--- src/rtl/mmio_dec_pkg.sv ---
package mmio_dec_pkg;
   localparam int NUM_TGT = 8;

   typedef enum logic [2:0] {
      TGT_ROM  = 3'd0,
      TGT_VRAM = 3'd1,
      TGT_CRAM = 3'd2,
      TGT_WRAM = 3'd3,
      TGT_OAM  = 3'd4,
      TGT_IO   = 3'd5,
      TGT_HRAM = 3'd6,
      TGT_IE   = 3'd7
   } tgt_e;
endpackage

--- src/rtl/mmio_region_decode.sv ---
module mmio_region_decode
   import mmio_dec_pkg::*;
#(
   parameter int ADDR_W    = 16,
   parameter bit MIRROR_EN = 1'b1,
   localparam int OFF_W    = ADDR_W - 1
) (
   input  logic [ADDR_W-1:0] addr,
   output logic              hit,
   output tgt_e              idx,
   output logic [OFF_W-1:0]  off
);
   logic              echo_hit;
   logic [ADDR_W-1:0] base;

   generate
      if (MIRROR_EN) begin : g_echo_on
         assign echo_hit = (addr >= 16'hE000) && (addr < 16'hFE00);
      end else begin : g_echo_off
         assign echo_hit = 1'b0;
      end
   endgenerate

   always_comb begin
      hit  = 1'b1;
      idx  = TGT_ROM;
      base = '0;
      if (addr < 16'h8000) begin
         idx = TGT_ROM;  base = 16'h0000;
      end else if (addr < 16'hA000) begin
         idx = TGT_VRAM; base = 16'h8000;
      end else if (addr < 16'hC000) begin
         idx = TGT_CRAM; base = 16'hA000;
      end else if (addr < 16'hE000) begin
         idx = TGT_WRAM; base = 16'hC000;
      end else if (echo_hit) begin
         idx = TGT_WRAM; base = 16'hE000;
      end else if (addr < 16'hFE00) begin
         hit = 1'b0;
      end else if (addr < 16'hFEA0) begin
         idx = TGT_OAM;  base = 16'hFE00;
      end else if (addr < 16'hFF00) begin
         hit = 1'b0;
      end else if (addr < 16'hFF80) begin
         idx = TGT_IO;   base = 16'hFF00;
      end else if (addr != 16'hFFFF) begin
         idx = TGT_HRAM; base = 16'hFF80;
      end else begin
         idx = TGT_IE;   base = 16'hFFFF;
      end
   end

   logic [ADDR_W-1:0] diff;
   assign diff = addr - base;
   assign off  = diff[OFF_W-1:0];
endmodule

--- src/rtl/mmio_dma_gate.sv ---
module mmio_dma_gate
   import mmio_dec_pkg::*;
#(
   parameter int N = NUM_TGT
) (
   input  logic         req,
   input  logic         hit,
   input  tgt_e         idx,
   input  logic         dma_active,
   output logic [N-1:0] sel_next
);
   logic pass;
   assign pass = req && hit && (!dma_active || idx == TGT_HRAM);

   generate
      for (genvar i = 0; i < N; i++) begin : g_sel
         assign sel_next[i] = pass && (idx == tgt_e'(i));
      end
   endgenerate
endmodule

--- src/rtl/mmio_rdata_mux.sv ---
module mmio_rdata_mux #(
   parameter int N      = 8,
   parameter int DATA_W = 8
) (
   input  logic [N-1:0]        sel,
   input  logic [N*DATA_W-1:0] lanes,
   output logic [DATA_W-1:0]   rdata
);
   logic [DATA_W-1:0] acc [N+1];
   assign acc[0] = '0;

   generate
      for (genvar i = 0; i < N; i++) begin : g_or
         assign acc[i+1] = acc[i] | ({DATA_W{sel[i]}} & lanes[i*DATA_W +: DATA_W]);
      end
   endgenerate

   assign rdata = (|sel) ? acc[N] : {DATA_W{1'b1}};
endmodule

--- src/rtl/mmio_bus_decoder.sv ---
module mmio_bus_decoder
   import mmio_dec_pkg::*;
#(
   parameter int ADDR_W    = 16,
   parameter int DATA_W    = 8,
   parameter bit MIRROR_EN = 1'b1,
   localparam int OFF_W    = ADDR_W - 1,
   localparam int LANES_W  = NUM_TGT * DATA_W
) (
   input  logic               clk,
   input  logic               rst_n,
   input  logic               cpu_req,
   input  logic               cpu_we,
   input  logic [ADDR_W-1:0]  cpu_addr,
   input  logic [DATA_W-1:0]  cpu_wdata,
   input  logic               dma_active,
   input  logic [LANES_W-1:0] tgt_rdata,
   output logic [DATA_W-1:0]  cpu_rdata,
   output logic [NUM_TGT-1:0] tgt_sel,
   output logic [OFF_W-1:0]   tgt_off,
   output logic               tgt_we,
   output logic [DATA_W-1:0]  tgt_wdata
);
   initial begin
      assert (ADDR_W == 16) else $error("ADDR_W must be 16 for this map");
      assert (DATA_W >= 1)  else $error("DATA_W must be positive");
   end

   logic               dec_hit;
   tgt_e               dec_idx;
   logic [OFF_W-1:0]   dec_off;
   logic [NUM_TGT-1:0] sel_next;

   mmio_region_decode #(.ADDR_W(ADDR_W), .MIRROR_EN(MIRROR_EN)) u_dec (
      .addr (cpu_addr),
      .hit  (dec_hit),
      .idx  (dec_idx),
      .off  (dec_off)
   );

   mmio_dma_gate #(.N(NUM_TGT)) u_gate (
      .req        (cpu_req),
      .hit        (dec_hit),
      .idx        (dec_idx),
      .dma_active (dma_active),
      .sel_next   (sel_next)
   );

   always_ff @(posedge clk) begin
      if (!rst_n) begin
         tgt_sel   <= '0;
         tgt_off   <= '0;
         tgt_we    <= 1'b0;
         tgt_wdata <= '0;
      end else begin
         tgt_sel   <= sel_next;
         tgt_off   <= dec_off;
         tgt_we    <= cpu_we && (|sel_next);
         tgt_wdata <= cpu_wdata;
      end
   end

   mmio_rdata_mux #(.N(NUM_TGT), .DATA_W(DATA_W)) u_mux (
      .sel   (tgt_sel),
      .lanes (tgt_rdata),
      .rdata (cpu_rdata)
   );
endmodule

--- config.mk ---
export PLATFORM = sky130hd
export DESIGN_NAME = mmio_bus_decoder
export DESIGN_NICKNAME = d
export VERILOG_FILES = /design/src/rtl/mmio_dec_pkg.sv /design/src/rtl/mmio_region_decode.sv /design/src/rtl/mmio_dma_gate.sv /design/src/rtl/mmio_rdata_mux.sv /design/src/rtl/mmio_bus_decoder.sv
export SDC_FILE = /design/constraint.sdc
export NUM_CORES = 1
export LEC_CHECK = 0
export ABC_AREA = 1
export BUFFER_PORTS_ARGS = -buffer_cell sky130_fd_sc_hd__clkbuf_2
export CELL_PAD_IN_SITES_DETAIL_PLACEMENT = 1
export CELL_PAD_IN_SITES_GLOBAL_PLACEMENT = 1
export CORE_MARGIN = 4
export CORE_UTILIZATION = 25
export CTS_CLUSTER_SIZE = 30
export DETAILED_ROUTE_END_ITERATION = 10
export PLACE_DENSITY = 0.77
export SLEW_MARGIN = 30
export SYNTH_ARGS = -nofsm -noshare
export SYNTH_HDL_FRONTEND = slang
export SYNTH_SLANG_ARGS = --single-unit
--- constraint.sdc ---
create_clock -name clk -period 3.6 [get_ports clk]
set_input_delay 0.72 -clock clk [delete_from_list [all_inputs] [get_ports clk]]
set_output_delay 0.72 -clock clk [all_outputs]
set_load 0.02 [all_outputs]
== Word-level counts from Yosys, hierarchy flattened ==
Cells that the tools add are included.

* Input port bits: 93
* Output and inout port bits: 40
* Register bits after elaboration: 32
* Word-level logic and storage cells: 83

* Bitwise logic cells: 15
* Mux-type cells: 29
* Reductions and logical operators: 17
* Order comparisons: 9
* Equality and inequality tests: 8
* Add/subtract/negate cells: 1

{| class="wikitable"
|+ Operators by type and width
! kind !! count
|-
| less-than comparator 16 bit (second input constant) || 8
|-
| 2-to-1 mux 15 bit || 8
|-
| AND 8 bit || 8
|-
| OR 8 bit || 7
|-
| 2-to-1 mux 3 bit || 9
|-
| >= comparator 16 bit (second input constant) || 1
|-
| 2-to-1 mux 8 bit || 2
|-
| != test 16 bit (second input constant) || 1
|-
| OR reduction 8 bit || 2
|-
| subtractor 15 bit || 1
|-
| == test 3 bit (second input constant) || 4
|-
| logical AND 1 bit || 12
|-
| 2-to-1 mux 1 bit || 9
|-
| 2-to-1 mux 7 bit || 1
|-
| == test 3 x 2 -> 1 bit (second input constant) || 2
|-
| == test 3 x 1 -> 1 bit (second input constant) || 1
|-
| logical NOT 3 bit || 1
|-
| logical NOT 1 bit || 1
|-
| logical OR 1 bit || 1
|}

== Longest topological paths before layout ==
* Depth after elaboration: 17
* Depth in mapped cells: 20
* Mapped depth without buffers: 20

== Hierarchy ==
A second synthesis with hierarchy kept.

* Cells, all modules: 485
* Area total of the unflattened synthesis: 2726.4 µm²

{| class="wikitable"
|+ By module, submodules not included
! module !! cells each !! area each (µm²) !! times used !! seq. area each (µm²)
|-
| mmio_region_decode || 215 || 1067.3 || 1 || 0.0
|-
| mmio_bus_decoder || 106 || 940.9 || 1 || 640.6
|-
| mmio_rdata_mux || 143 || 609.3 || 1 || 0.0
|-
| mmio_dma_gate || 21 || 108.9 || 1 || 0.0
|}

== Worst setup path before layout ==
OpenSTA, ideal clock, no wires.

* Path kind: input to register
* From: input cpu_addr[11]
* To: register tgt_off[8]
* Data required time: 3.487 ns
* Arrival: 2.717 ns
* Slack: 0.769 ns
* Stages: 19
* Library setup time: 0.113 ns
* Path buffers: 0
* Cells stage by stage: nand2_1 nor2_8 nand2_4 nor2_1 inv_1 nor2_2 inv_2 nor3_2 inv_1 ha_1 nand3_1 nand2_1 nand2_1 nand2_1 inv_1 o21ai_0 nand2_1 nand2_1 nor2_1

* Word-level cells in the longest chain between the ends: 12
* Elaborated cells on any way between the ends: 22
* Classes of those cells: 1 x add/sub; 9 x order compare; 1 x eq/ne; 10 x mux; 1 x reduce/logical

{| class="wikitable"
|+ Ends and longest elaborated chain
! element !! RTL line !! RTL
|-
| start, declared || mmio_bus_decoder.sv:14 || <nowiki>input logic [ADDR_W-1:0] cpu_addr,</nowiki>
|-
| branches (longest 10 deep; another with less-than comparator 16 bit) || n/a ||
|-
| 2-to-1 mux 15 bit (*) || mmio_region_decode.sv:28 || <nowiki>if (addr < 16'h8000) begin</nowiki>
|-
| subtractor 15 bit (*) || mmio_region_decode.sv:54 || <nowiki>assign diff = addr - base;</nowiki>
|-
| end signal, assigned || mmio_bus_decoder.sv:57 || <nowiki>tgt_off <= dec_off;</nowiki>
|-
| end, declared || mmio_bus_decoder.sv:20 || <nowiki>output logic [OFF_W-1:0] tgt_off,</nowiki>
|}

Mark *: on every way between the ends.
A chain may end at the register's enable or synchronous reset.

== Final worst setup path ==
* From: input cpu_addr[15]
* To: register tgt_off[8]

Same word-level chain as after synthesis.

==> results_dict.tcl <==
set metrics [dict create \
    placed_area_um2 2980 \
    syn-instance-count 316 \
    setup_viol 0 \
    htree_levels 2 \
    p_per_area_nw_per_um2 301 \
    hold_path_class "in2reg" \
    cp-end-kind "flip-flop" \
    vias 2705 \
    critPathMaxFanout 6 \
    start_kind "primary input" \
    fillers 1170 \
    worst_slew_pin_slew_ns 0.495 \
    first_pass_iters 4 \
    wirelength_mm 8.36 \
    cts.sinks 32 \
    via_per_inst 4.88 \
    clockBufferDepth 2 \
    die_x_um 102 \
    critPathKind "in2reg" \
    synth_edf_count 0 \
    overflow 0 \
    track_usage_pct 15.8 \
    nets 553 \
    yosysWarnings 0 \
    synth-simple-area-share_pct 34.2 \
    fin_crit_ns 3.06 \
    seq_area_frac_synth_pct 28.8 \
    place_congestion 0.861 \
    row_count 34 \
    grt_pass1_wl_mm 13.0 \
    synthMuxAreaShare_pct 0 \
    layout_setup_ws_ns 0.538 \
    synth_nets 424 \
    cts_resized 0 \
    setup_tns_ns 0 \
    diodes 0 \
    hold_violations 0 \
    ant_nets 0 \
    place_ws_ns 0.270 \
    die_h_um 102 \
    vdd_drop_max_mv 0.205 \
    grt_max_degree 23 \
    ctsHoldBuffers 0 \
    root_buffer "clkbuf_8" \
    fin_area_um2 3070 \
    grt_pass1_vias 2780 \
    synth_ff_type "dfxtp_1" \
    maxCapViolations 0 \
    async_reset_ff_share_pct 0 \
    yosys.area_share.xor_xnor_pct 0 \
    start_util_pct 25.6 \
    cts_tree "yes" \
    synth_top_family_by_area "simple AND/OR/NAND/NOR gates" \
    rsz0062_at_grt "no" \
    portBuffers 132 \
    pin_count 133 \
    syn_avg_cell_area_um2 7.03 \
    layout.cells.most_common "clkbuf_2" \
    core_um2 8680 \
    max_freq_ghz 0.327 \
    timing.max_slew.rel_slack_pct 67.0 \
    cp_data_required_time_ns 3.78 \
    synth_compound_area_share_pct 20.3 \
    syn-cell-area_um2 2220 \
    postLayoutCoreUtil_pct 35.4 \
    leakage_nw 1.63 \
    routedWlPerCell_um 15.1 \
    drtIter0Drc 40 \
    cts.clk_slew.worst_paths_ns 0.07 \
    ys_ff_latch 32 \
    cts_setup_buffers 0 \
    cp_data_arrival_time_ns 3.25 \
    period_share_pct 85.1 \
    grt_antenna_before_repair 0 \
    slew_violations 0 \
    syn_to_final_growth_pct 38.4 \
    synth_cell_types 33 \
    final_cell_mix "clkbuf_2, nand2_1, inv_1, dfxtp_1, nor2_1" \
    drc 0 \
    drive_gt1_share_pct 37.4 \
    die_area_um2 10500 \
    synth_fa_ha_area_share_pct 8.79 \
    place_hpwl_mm 7.10 \
    outcome "finished clean" \
    cts_inserted_buffers 5 \
]
[state kept, by name, summed over array words and instances (netlist names)]
name and count:
tgt_off 15, tgt_sel 8, tgt_wdata 8, tgt_we 1
[Yosys cell counts, types with 2 or more instances]
library cell	count	share of area, %
nor4_1	2	0.56
nand2_4	3	1.5
nor2_4	3	1.5
a221oi_1	14	5.5
buf_1	2	0.34
nor2_2	10	2.8
nand2_1	78	13
inv_1	32	5.4
nand2_2	4	1.1
ha_1	14	7.9
nor3_1	2	0.45
o21a_1	2	0.68
o21ai_0	10	2.3
a22o_1	10	3.9
nand3_1	20	4.5
inv_2	3	0.51
o21bai_1	5	1.7
nand3b_1	2	0.68
dfxtp_1	32	29
nand4_1	5	1.4
nor2_1	23	3.9
a21oi_1	22	5.0
clkbuf_1	8	1.4
[layout make-up]
cell class	count	area, µm²	area share (%)
multi-input combinational	238	1410	45.8
timing repair buffer	132	661	21.5
sequential	32	641	20.8
inverter	36	136	4.44
tap	108	135	4.40
clock buffer	7	86.3	2.81
clock inverter	1	7.51	0.244
[per-layer routing]
metal | vias up | wire length [µm] | track usage, %
met3 | 10 | 755 | 4.23
met1 | 1251 | 3200 | 16.0
met2 | 114 | 4210 | 31.0
li1 | 1330 | - | -
met4 | 0 | 186 | 5.15
met5 | - | 0 | 0
[worst max-delay path: stages]
cell	delay, ns
clkbuf_2	0.15
nand2_2	0.10
nor2_4	0.15
nand2_4	0.09
nor2_1	0.09
inv_1	0.07
nor2_2	0.09
inv_2	0.05
nor3_2	0.21
inv_1	0.19
ha_1	0.41
nand3_1	0.10
nand2_1	0.13
nand2_1	0.07
nand2_1	0.14
inv_1	0.07
o21ai_0	0.23
nand2_1	0.08
nand2_1	0.06
nor2_1	0.05
[report_power, final]
| group | total [W] | switching, W | internal (W) |
|---|---|---|---|
| clock | 0.000300 | 0.000144 | 0.000155 |
| sequential | 0.000380 | 0.00000747 | 0.000373 |
| combinational | 0.000246 | 0.000149 | 0.0000969 |
| total | 0.000926 | 0.000301 | 0.000625 |
[metrics by stage]
stage / total power, W / hold WS [ns] / instances
final: 0.000926 / 0.614 / 554
after global routing: 0.000986 / 0.604 / 554
after CTS: 0.000945 / 0.602 / 554
after detailed placement: 0.000636 / 0.908 / 546
after global placement: 0.000630 / 0.901 / 546
after floorplan: 0.000524 / 0.818 / 316
[final timing paths]
check / start / to / slack, ns / depth (start not counted)
setup / recovery: cpu_addr[15] / tgt_off[8]$_SDFF_PN0_ / 0.54 / 20
hold / removal: cpu_wdata[3] / tgt_wdata[3]$_SDFF_PN0_ / 0.61 / 3
[cells by family (layout without fill, tap and decap cells)]
logic type / after synthesis / in the layout
adders and majority gates: 15 / 15
DFF: 32 / 32
and+or+nand+nor: 156 / 156
AOI/OAI and AO/OA: 67 / 67
buffers and inverters: 46 / 176
Power figures use the tool's default switching activity.
